==> config.mk <==
export PLATFORM = sky130hd
export DESIGN_NAME = lsc_convert
export DESIGN_NICKNAME = d
export VERILOG_FILES = /design/src/rtl/lsc_pkg.sv /design/src/rtl/lsc_load_align.sv /design/src/rtl/lsc_store_pack.sv /design/src/rtl/lsc_convert.sv
export SDC_FILE = /design/constraint.sdc
export NUM_CORES = 1
export LEC_CHECK = 0
export BUFFER_PORTS_ARGS = -buffer_cell sky130_fd_sc_hd__buf_2
export CAP_MARGIN = 5
export CORE_ASPECT_RATIO = 0.5
export CORE_MARGIN = 5
export CORE_UTILIZATION = 35
export CTS_BUF_LIST = sky130_fd_sc_hd__clkbuf_8 sky130_fd_sc_hd__clkbuf_16
export CTS_CLUSTER_SIZE = 28
export DETAILED_ROUTE_END_ITERATION = 16
export GPL_ROUTABILITY_DRIVEN = 0
export GPL_TIMING_DRIVEN = 0
export PLACE_DENSITY = 0.68
export SLEW_MARGIN = 20
export SYNTH_ARGS = -nofsm -noshare
export SYNTH_HDL_FRONTEND = slang
export SYNTH_SLANG_ARGS = --single-unit
==> constraint.sdc <==
create_clock -name clk -period 2.95 [get_ports clk]
set_input_delay 0.295 -clock clk [delete_from_list [all_inputs] [get_ports clk]]
set_output_delay 0.295 -clock clk [all_outputs]
set_load 0.02 [all_outputs]
==> src/rtl/lsc_pkg.sv <==
package lsc_pkg;
  typedef enum logic [1:0] {
    SZ_BYTE = 2'd0,
    SZ_HALF = 2'd1,
    SZ_WORD = 2'd2,
    SZ_WIDE = 2'd3
  } size_e;

  localparam int LANE_W = 8;

  // Map the raw size code to the width actually used (code 3 acts as word).
  function automatic size_e norm_size(input logic [1:0] code);
    case (code)
      2'd0:    return SZ_BYTE;
      2'd1:    return SZ_HALF;
      default: return SZ_WORD;
    endcase
  endfunction
endpackage

==> src/rtl/lsc_load_align.sv <==
module lsc_load_align
  import lsc_pkg::*;
#(
  parameter int DATA_W = 32
) (
  input  size_e                                   size,
  input  logic                                    sgn,
  input  logic [$clog2(DATA_W/LANE_W)-1:0]        addr,
  input  logic [DATA_W-1:0]                       rdata,
  output logic [DATA_W-1:0]                       result
);
  localparam int LANES = DATA_W / LANE_W;
  localparam int HALVES = LANES / 2;
  localparam int HALF_W = 2 * LANE_W;
  localparam int AW = $clog2(LANES);

  logic [LANE_W-1:0] lane_q [LANES];
  logic [HALF_W-1:0] half_q [HALVES];

  for (genvar i = 0; i < LANES; i++) begin : g_lane
    assign lane_q[i] = rdata[i*LANE_W +: LANE_W];
  end
  for (genvar j = 0; j < HALVES; j++) begin : g_half
    assign half_q[j] = rdata[j*HALF_W +: HALF_W];
  end

  logic [LANE_W-1:0] byte_pick;
  logic [HALF_W-1:0] half_pick;
  logic [AW-2:0]     half_idx;

  assign half_idx  = addr[AW-1:1];
  assign byte_pick = lane_q[addr];
  assign half_pick = half_q[half_idx];

  always_comb begin
    case (size)
      SZ_BYTE: result = {{(DATA_W-LANE_W){sgn & byte_pick[LANE_W-1]}}, byte_pick};
      SZ_HALF: result = {{(DATA_W-HALF_W){sgn & half_pick[HALF_W-1]}}, half_pick};
      default: result = rdata;
    endcase
  end
endmodule

==> src/rtl/lsc_store_pack.sv <==
module lsc_store_pack
  import lsc_pkg::*;
#(
  parameter int DATA_W = 32
) (
  input  logic                                    en,
  input  size_e                                   size,
  input  logic                                    sgn,
  input  logic [$clog2(DATA_W/LANE_W)-1:0]        addr,
  input  logic [DATA_W-1:0]                       val,
  output logic [DATA_W/LANE_W-1:0]                be,
  output logic [DATA_W-1:0]                       wdata,
  output logic                                    trap
);
  localparam int LANES = DATA_W / LANE_W;
  localparam int HALVES = LANES / 2;
  localparam int HALF_W = 2 * LANE_W;
  localparam int AW = $clog2(LANES);

  // Value fits a signed field of width w when bits [DATA_W-1:w-1] agree.
  logic [DATA_W-LANE_W:0] upper_b;
  logic [DATA_W-HALF_W:0] upper_h;
  logic                   over_byte;
  logic                   over_half;

  assign upper_b   = val[DATA_W-1:LANE_W-1];
  assign upper_h   = val[DATA_W-1:HALF_W-1];
  assign over_byte = !((&upper_b) || !(|upper_b));
  assign over_half = !((&upper_h) || !(|upper_h));

  logic [LANES-1:0] lane_mask;
  logic [AW-1:0]    half_base;

  assign half_base = {addr[AW-1:1], 1'b0};

  always_comb begin
    case (size)
      SZ_BYTE: begin
        lane_mask = {{(LANES-1){1'b0}}, 1'b1} << addr;
        wdata     = {LANES{val[LANE_W-1:0]}};
        trap      = en && sgn && over_byte;
      end
      SZ_HALF: begin
        lane_mask = {{(LANES-2){1'b0}}, 2'b11} << half_base;
        wdata     = {HALVES{val[HALF_W-1:0]}};
        trap      = en && sgn && over_half;
      end
      default: begin
        lane_mask = '1;
        wdata     = val;
        trap      = 1'b0;
      end
    endcase
  end

  assign be = (en && !trap) ? lane_mask : '0;
endmodule

==> src/rtl/lsc_convert.sv <==
module lsc_convert
  import lsc_pkg::*;
#(
  parameter int DATA_W = 32,
  parameter int AW = $clog2(DATA_W/LANE_W),
  parameter int BE_W = DATA_W/LANE_W
) (
  input  logic              clk,
  input  logic              rst_n,
  input  logic              req_valid,
  input  logic              req_store,
  input  logic              req_signed,
  input  logic [1:0]        req_size,
  input  logic [AW-1:0]     req_addr,
  input  logic [DATA_W-1:0] reg_val,
  input  logic [DATA_W-1:0] mem_rdata,
  output logic              res_valid,
  output logic [BE_W-1:0]   mem_be,
  output logic [DATA_W-1:0] mem_wdata,
  output logic [DATA_W-1:0] ld_data,
  output logic              st_trap
);
  size_e             size_n;
  logic              do_store;
  logic              do_load;
  logic [DATA_W-1:0] load_res;
  logic [BE_W-1:0]   pack_be;
  logic [DATA_W-1:0] pack_wdata;
  logic              pack_trap;

  assign size_n   = norm_size(req_size);
  assign do_store = req_valid && req_store;
  assign do_load  = req_valid && !req_store;

  lsc_load_align #(.DATA_W(DATA_W)) u_load (
    .size   (size_n),
    .sgn    (req_signed),
    .addr   (req_addr),
    .rdata  (mem_rdata),
    .result (load_res)
  );

  lsc_store_pack #(.DATA_W(DATA_W)) u_store (
    .en    (do_store),
    .size  (size_n),
    .sgn   (req_signed),
    .addr  (req_addr),
    .val   (reg_val),
    .be    (pack_be),
    .wdata (pack_wdata),
    .trap  (pack_trap)
  );

  // Registered request attributes, kept for the checks below.
  logic  q_store;
  logic  q_signed;
  size_e q_size;

  always_ff @(posedge clk) begin
    if (!rst_n) begin
      res_valid <= 1'b0;
      mem_be    <= '0;
      mem_wdata <= '0;
      ld_data   <= '0;
      st_trap   <= 1'b0;
      q_store   <= 1'b0;
      q_signed  <= 1'b0;
      q_size    <= SZ_BYTE;
    end else begin
      res_valid <= req_valid;
      mem_be    <= pack_be;
      mem_wdata <= do_store ? pack_wdata : '0;
      ld_data   <= do_load ? load_res : '0;
      st_trap   <= pack_trap;
      q_store   <= do_store;
      q_signed  <= req_signed;
      q_size    <= size_n;
    end
  end

  // a trapped store never enables a lane.
  p_trap_no_write_r8: assert property (@(posedge clk) disable iff (!rst_n)
    st_trap |-> (mem_be == '0));

  // only signed narrow stores may trap.
  p_trap_signed_narrow_r10: assert property (@(posedge clk) disable iff (!rst_n)
    st_trap |-> (res_valid && q_store && q_signed && q_size != SZ_WORD));

  // loads never enable a lane.
  p_load_no_be_r6: assert property (@(posedge clk) disable iff (!rst_n)
    (res_valid && !q_store) |-> (mem_be == '0));

  // lane count of a non-trapping store matches its width.
  p_be_count_r6: assert property (@(posedge clk) disable iff (!rst_n)
    (res_valid && q_store && !st_trap) |->
      ($countones(mem_be) == ((q_size == SZ_BYTE) ? 1 : (q_size == SZ_HALF) ? 2 : BE_W)));

  // an idle cycle leaves every output quiet.
  p_idle_quiet_r2: assert property (@(posedge clk) disable iff (!rst_n)
    !res_valid |-> (mem_be == '0 && !st_trap && ld_data == '0 && mem_wdata == '0));

  // loads and stores never drive each other's data output.
  p_data_exclusive_r7: assert property (@(posedge clk) disable iff (!rst_n)
    q_store ? (ld_data == '0) : (mem_wdata == '0));
endmodule

# Yosys cells after proc, flatten, opt, wreduce, memory -nomap -nowiden
# Cells that the tools add are included.
# W data, S select, Z words.
[totals] register_bits=70 input_bits=73 word_cells=49
[op_classes] n_lt_le_gt_ge=2 n_eq_ne=2 n_shift=2 mux=11 n_bitwise=4 n_reduce_logical=23
[op_table] op="$pmux W32 S2" count=2
[op_table] op="$mux W16" count=3
[op_table] op="$reduce_and A25 Y1" count=1
[op_table] op="$reduce_or A25 Y1" count=1
[op_table] op="$reduce_and A17 Y1" count=1
[op_table] op="$reduce_or A17 Y1" count=1
[op_table] op="$bmux W8 S2" count=1
[op_table] op="$mux W8" count=2
[op_table] op="$pmux W4 S2" count=1
[op_table] op="$logic_and A1 B1 Y1" count=6
[op_table] op="$logic_not A1 Y1" count=6
[op_table] op="$reduce_and A2 Y1" count=3
[op_table] op="$eq A2 B1 Y1 const B" count=2
[op_table] op="$logic_not A2 Y1" count=2
[op_table] op="$pmux W2 S2" count=1
[op_table] op="$shl A1 B2 Y4 const A" count=1
[op_table] op="$shl A2 B2 Y4 const A" count=1
[op_table] op="$ge A3 B3 Y1 const B" count=1
[op_table] op="$not A2 Y3" count=1
[op_table] op="$and A1 B1 Y1" count=2
[op_table] op="$ge A2 B2 Y1 const B" count=1
[op_table] op="$logic_or A1 B1 Y1" count=2
[op_table] op="$not A1 Y2" count=1
[op_table] op="$pmux W1 S2" count=1

# Depth between registers and ports, before layout
# Gate-level depths: netlist (run 1).
[depth] word_depth=9 depth_mapped=6 mapped_depth_nobuf=4

# Modules after synthesis
# Synthesis (run 1) repeated with hierarchy kept, for this count alone.
[unflattened] cells_unflattened=347 hier_area_um2=3530.9
[modules_own_cells] module="lsc_convert" instances=1 cells_each=164 area_each_um2=2199.6 seq_area_each_um2=1401.3
[modules_own_cells] module="lsc_load_align" instances=1 cells_each=93 area_each_um2=706.9 seq_area_each_um2=0.0
[modules_own_cells] module="lsc_store_pack" instances=1 cells_each=90 area_each_um2=624.3 seq_area_each_um2=0.0

# Worst setup path after synthesis (run 1)
# No wires, ideal clock.
[synth_path] path_type="input to register" start="in req_addr[1]" end="reg ld_data[15]" setup_time_ns=0.120 t_arrival_ns=1.357 setup_slack_ns=1.473 path_stages=4 n_path_buf=1 path_cell_list="mux4_2 -> and3_1 -> buf_6 -> o31a_1"
[synth_between] elab_chain_len=6 elab_cells_between_ends=10 classes_between="mux (7); bitwise (3)"
[synth_rtl] item="from (decl)" line_no="lsc_convert.sv:14" rtl="input logic [AW-1:0] req_addr,"
[synth_rtl] item="$not A2 Y3 (implied by the code)" line_no="lsc_load_align.sv:32" rtl="assign byte_pick = lane_q[addr];"
[synth_rtl] item="$bmux W8 S2" line_no="lsc_load_align.sv:32"
[synth_rtl] item="$mux W8 (implied by the code) (2 in a row)" line_no="lsc_load_align.sv:32"
[synth_rtl] item="$and A1 B1 Y1" line_no="lsc_load_align.sv:37" rtl="SZ_BYTE: result = {{(DATA_W-LANE_W){sgn & byte_pick[LANE_W-1]}}, byte_pick};"
[synth_rtl] item="$pmux W32 S2 (*)" line_no="lsc_load_align.sv:36" rtl="case (size)"
[synth_rtl] item="to (signal assigned)" line_no="lsc_convert.sv:73" rtl="ld_data <= do_load ? load_res : '0;"
[synth_rtl] item="to (decl)" line_no="lsc_convert.sv:20" rtl="output logic [DATA_W-1:0] ld_data,"
# Every way passes the cells marked *; elsewhere a longest branch is shown, timed or not. The select of a mux whose other input is x is not followed.
# A chain may end at the register's enable or synchronous reset.

# Worst setup path after layout (run 1)
[layout_path] start="in req_size[0]" end="reg ld_data[3]"
[layout_between] elab_chain_len=4 elab_cells_between_ends=6 classes_between="eq/ne (2); mux (2); reduce/logical (2)"
[layout_rtl] item="from (decl)" line_no="lsc_convert.sv:13" rtl="input logic [1:0] req_size,"
[layout_rtl] item="$eq A2 B1 Y1 or $logic_not A2 Y1 (tied branches)" line_no="lsc_pkg.sv:13" rtl="case (code)"
[layout_rtl] item="$pmux W2 S2 (*)" line_no="lsc_pkg.sv:13"
[layout_rtl] item="$eq A2 B1 Y1 or $logic_not A2 Y1 (tied branches)" line_no="lsc_load_align.sv:36"
[layout_rtl] item="$pmux W32 S2 (*)" line_no="lsc_load_align.sv:36"
# Every way passes the cells marked *; elsewhere a longest branch is shown, timed or not.

==> flow_metrics.tcl, run 1 <==
set metrics [dict create \
    status "complete, no violations" \
    final_common_cell "buf_2" \
    io_buffers 140 \
    dp_hpwl_um 6974 \
    dp_slack_ps 1105 \
    leakagePower_nw 1.882 \
    drt-initial-drc-count 194 \
    synth_seq_area_share_pct 51.85 \
    maxSlewViolCount 0 \
    placed_area_um2 3523 \
    cts_hold_buffers 0 \
    fin_crit_sh_pct 53.17 \
    worst_slack_ps 1381 \
    powerDensity_nw_per_um2 606.4 \
    fin_crit_ps 1569 \
    crit_fanout 8 \
    grt_pass1_wl_um 13640 \
    nNetsFinal 521 \
    htreeDepth 3 \
    num_vias 2833 \
    routed_wl_um 9019 \
    cts_tree "built" \
    timing.hold.ws_ps 225.3 \
    via_per_inst 5.179 \
    syn_area_per_cell_um2 9.100 \
    finalPower_mw 2.313 \
    syn_area_um2 2703 \
    startpoint_type "input port" \
    grt_usage_pct 18.19 \
    dp_cells 533 \
    root_buffer "clkbuf_16" \
    synth_cell_type_count 30 \
    wire_per_inst_um 16.49 \
    finish.instance_area_um2 3814 \
    dieHeight_um 72.14 \
    rsz0062_at_grt "false" \
    post_cts_buffers 0 \
    setup_viol_count_final 0 \
    hold_viol_final 0 \
    antenna_found_initial 0 \
    drc 0 \
    cts_resized 0 \
    cap_violations 0 \
    overflow 0 \
    grt_max_degree 11 \
    max_slew_margin_pct 33.07 \
    tightest_slew_ps 997.9 \
    ys_ff_latch 70 \
    regArea_um2 1401 \
    peakVddDrop_v 0.0002692 \
    drive_gt1_share_pct 37.47 \
    hold_class "input port to register" \
    yosysWarningCount 0 \
    layout.cells.non_filler 547 \
    grt_pass1_vias 2778 \
    hold_path_end "ld_data[0]" \
    dr.pass1.iters 5 \
    fp-row-count 22 \
    finalSetupTns_ps 0 \
    start_util_pct 36.36 \
    cts_buffers 9 \
    clock_path_buffers 2 \
    cts.sinks 70 \
    worstHoldStart "mem_rdata[0]" \
    syn-num-nets 370 \
    clkTransAtPathRegs_ps 50 \
    arrival_ps 1830 \
    die_w_um 134.3 \
    critical_path_class "input port to register" \
    endpoint_kind "register" \
    antenna_cells 0 \
    pin_count 143 \
    cp.required_ps 3210 \
    core-area_um2 7432 \
    fin_util_pct 51.31 \
    max_freq_ghz 0.6375 \
    die_area_um2 9686 \
    ant_nets 0 \
    synthCells 297 \
    multiInputGateArea_um2 1196 \
    fillers 726 \
    final_cell_mix "146 x buf_2, 70 x dfxtp_1, 47 x nor2_1" \
    area_delta_synth_final_pct 41.11 \
    hold_depth 3 \
]
[worst max path at each step]
stage	from	to	slack, ps	cells past startpoint
floorplan	req_addr[1]	ld_data[15]	1470	4
global placement	req_addr[1]	ld_data[23]	1120	5
global route	req_size[0]	ld_data[4]	1330	5
CTS	req_size[0]	ld_data[1]	1460	5
detailed placement	req_addr[1]	ld_data[22]	1110	5
finish	req_size[0]	ld_data[3]	1380	5
[cells by family (layout without fill, tap and decap cells)]
group,after synthesis,count (layout),share of synthesized area [%]
muxes,25,25,10.05
DFF,70,70,51.85
AOI/OAI and AO/OA,73,73,16.67
buffers and inverters,24,178,3.889
and+or+nand+nor,105,105,17.55
[where the power goes]
part	internal (mW)	leakage [nW]	switching (mW)	total (mW)
combinational	0.115	1.16	0.180	0.295
sequential	0.974	0.569	0.00619	0.980
clock	0.683	0.150	0.354	1.04
total	1.77	1.88	0.541	2.31
[layer usage]
metal / part of all wire, % / up-vias / track usage (%)
met5: 0 / - / 0
met4: 1.9 / 0 / 7.675
met3: 8.1 / 13 / 6.925
met2: 48 / 130 / 30.03
met1: 42 / 1335 / 21.54
li1: - / 1355 / -
[final cells by class]
type / instances / share of cell area (%)
Tap cell: 96 / 3.150
Inverter: 5 / 0.4921
Timing Repair Buffer: 140 / 18.37
Buffer: 19 / 2.264
Sequential cell: 70 / 36.75
Multi-Input combinational cell: 203 / 31.36
Clock buffer: 11 / 6.627
Clock inverter: 3 / 0.9843
[Yosys cell counts, drive strengths merged]
library cell | n | area, µm²
or3 | 2 | 12.51
clkbuf | 12 | 45.04
nor3 | 1 | 5.000
o31a | 1 | 8.760
nor2 | 47 | 176.4
a222oi | 7 | 70.07
mux2i | 17 | 170.2
o22ai | 2 | 12.51
a21oi | 39 | 195.2
buf | 7 | 41.29
a221oi | 8 | 70.07
a211o | 1 | 8.760
nand2 | 27 | 101.4
and3 | 3 | 18.77
and2 | 9 | 56.30
nand4 | 6 | 37.54
inv | 5 | 18.77
a211oi | 2 | 15.01
nand3 | 2 | 10.01
nor4 | 5 | 31.28
o21ai | 12 | 63.81
mux2 | 7 | 78.83
nor3b | 1 | 12.51
nand2b | 2 | 12.51
mux4 | 1 | 22.52
a31oi | 1 | 6.260
dfxtp | 70 | 1401
[registers in the layout, summed over array words and instances, names as in the netlist]
register,flops
ld_data,32
res_valid,1
st_trap,1
mem_wdata,32
mem_be,4
[worst max-delay path, cell delays in order]
cell	delay, ps
buf_2	160
inv_1	110
a211oi_1	850
a222oi_1	260
nor2_1	150
No activity file was read; power rests on OpenSTA's default activity.
==> run 2, diff against run 1 <==
- ABC_AREA: default -> 1
- PLACE_DENSITY: 0.68 -> 0.67
- clock period: 2.95 -> 1.4 ns (I/O delays scaled with it)
==> flow_metrics.tcl, run 2 <==
set metrics [dict create \
    fin_crit_ps 1123 \
    overflow 0 \
    nNetsFinal 687 \
    cp.required_ps 1640 \
    drt-initial-drc-count 140 \
    htreeDepth 3 \
    post_cts_buffers 0 \
    synth_edf_count 0 \
    die_area_um2 11470 \
    fin_util_pct 49.31 \
    synth_top_area_cell "dfxtp_1" \
    fin_crit_sh_pct 80.19 \
    max_slew_margin_pct 62.81 \
    cts_buffers 9 \
    leakagePower_nw 2.718 \
    fillers 952 \
    syn-num-nets 535 \
    grt_pass1_wl_um 16080 \
    synth_seq_area_share_pct 42.96 \
    cts_resized 0 \
    cts.sinks 70 \
    tightest_slew_ps 557.9 \
    hold_viol_final 0 \
    rsz0062_at_grt "false" \
    core-area_um2 8889 \
    regArea_um2 1401 \
    ys_ff_latch 70 \
    synth_cell_type_count 27 \
    final_cell_mix "188 x nand2_1, 142 x buf_2, 70 x dfxtp_1" \
    peakVddDrop_v 0.0006006 \
    synth.top_cells.by_count "188 x nand2_1, 70 x dfxtp_1, 62 x inv_1, 33 x nor2_1, 30 x nand3_1" \
    antenna_cells 0 \
    cts_hold_buffers 0 \
    wire_per_inst_um 13.21 \
    antenna_found_initial 0 \
    path_delay_family "buffers and inverters" \
    clkTransAtPathRegs_ps 60 \
    netlist.area_leader.share_pct 42.96 \
    io_buffers 141 \
    clock_path_buffers 2 \
    syn_area_um2 3262 \
    ant_nets 0 \
    final_common_cell "nand2_1" \
    crit_fanout 10 \
    routed_wl_um 9720 \
    maxSlewViolCount 0 \
    dp_hpwl_um 7841 \
    layout.cells.non_filler 736 \
    cts_tree "built" \
    pin_count 143 \
    fp-row-count 24 \
    path_cells "buf_2, nand2_1, nor2_2, inv_1, clkbuf_1, a21oi_1" \
    cap_violations 0 \
    synth_ff_type "dfxtp_1" \
    area_delta_synth_final_pct 34.37 \
    hold_class "input port to register" \
    synth.area.top_cells "dfxtp_1 43%, nand2_1 22%, inv_1 7.1%" \
    grt_pass1_vias 3345 \
    multiInputGateArea_um2 1474 \
    synthCells 462 \
    grt_max_degree 12 \
    num_vias 3310 \
    worst_path_max_delay_cell "nor2_2" \
    powerDensity_nw_per_um2 1099 \
    drc 0 \
    top_regs "ld_data: 32 flops, mem_wdata: 32 flops, mem_be: 4 flops" \
    yosysMostFrequentCell "nand2_1" \
    dieHeight_um 78.27 \
    crit_buf_inv 3 \
    syn_area_per_cell_um2 7.060 \
    status "complete, no violations" \
    arrival_ps 1370 \
    yosysWarningCount 0 \
    startpoint_type "input port" \
    start_util_pct 36.70 \
    synthArstFlopShare_pct 0 \
    max_stage_delay_ps 320 \
    max_freq_ghz 0.8908 \
    dp_cells 720 \
    critical_path_class "input port to register" \
    endpoint_kind "register" \
    die_w_um 146.5 \
    root_buffer "clkbuf_16" \
    grt_usage_pct 17.40 \
    via_per_inst 4.497 \
    setup_viol_count_final 0 \
    drive_gt1_share_pct 33.12 \
    dr.pass1.iters 4 \
]
-- run 2: changes by cell type after synthesis, sizes merged, moves of 7 or more --
cell    delta
nand2    +165
inv       +65
nand3     +49
a21oi     -22
mux2i     -17
nor2      -11
and2       -9
a221oi     -8
o21ai      -8
a222oi     -7
mux2       -7
-- run 2: kinds of logic (layout without fill, tap and decap cells) --
logic type      Yosys count  in the layout  share of synthesized area (%)
buf+inv                  86            243                          11.85
flops                    70             70                          42.96
simple gates            281            281                          40.24
compound gates           25             25                          4.948
-- run 2: worst paths after layout --
kind | from | to | depth (start not counted)
max | req_store | mem_wdata[16] | 6
min | req_valid | res_valid | 3
-- run 2: per-stage QoR --
step / area [µm²] / power, mW / setup slack [ps] / hold slack, ps / setup TNS, ps
floorplan: 3262 / 2.537 / 306.8 / 251.5 / 0
global placement: 4114 / 2.818 / -35.59 / 351.8 / -108.8
detailed placement: 4114 / 2.828 / -46.68 / 357.3 / -106.2
CTS: 4383 / 4.895 / 290.6 / 13.11 / 0
global route: 4383 / 5.077 / 133.1 / 22.66 / 0
finish: 4383 / 4.815 / 277.4 / 27.53 / 0
-- run 2: metal layers --
layer / GRT usage, % / up-vias / part of all wire, %
li1: - / 1702 / -
met1: 20.80 / 1503 / 44
met2: 29.18 / 101 / 48
met3: 7.365 / 4 / 8.3
met4: 4.597 / 0 / 0.43
met5: 0 / - / 0
-- run 2: cell type report --
| type | instances | area share (%) |
|---|---|---|
| Sequential cell | 70 | 31.97 |
| Timing Repair Buffer | 141 | 16.10 |
| Tap cell | 117 | 3.340 |
| Inverter | 70 | 6.223 |
| Buffer | 16 | 2.598 |
| Clock buffer | 10 | 5.452 |
| Clock inverter | 6 | 0.6851 |
| Multi-Input combinational cell | 306 | 33.63 |
-- run 2: power breakdown --
group          switching [mW]  total, mW  internal [mW]
combinational           0.453      0.719          0.266
clock                   0.811       2.03           1.22
sequential             0.0118       2.06           2.05
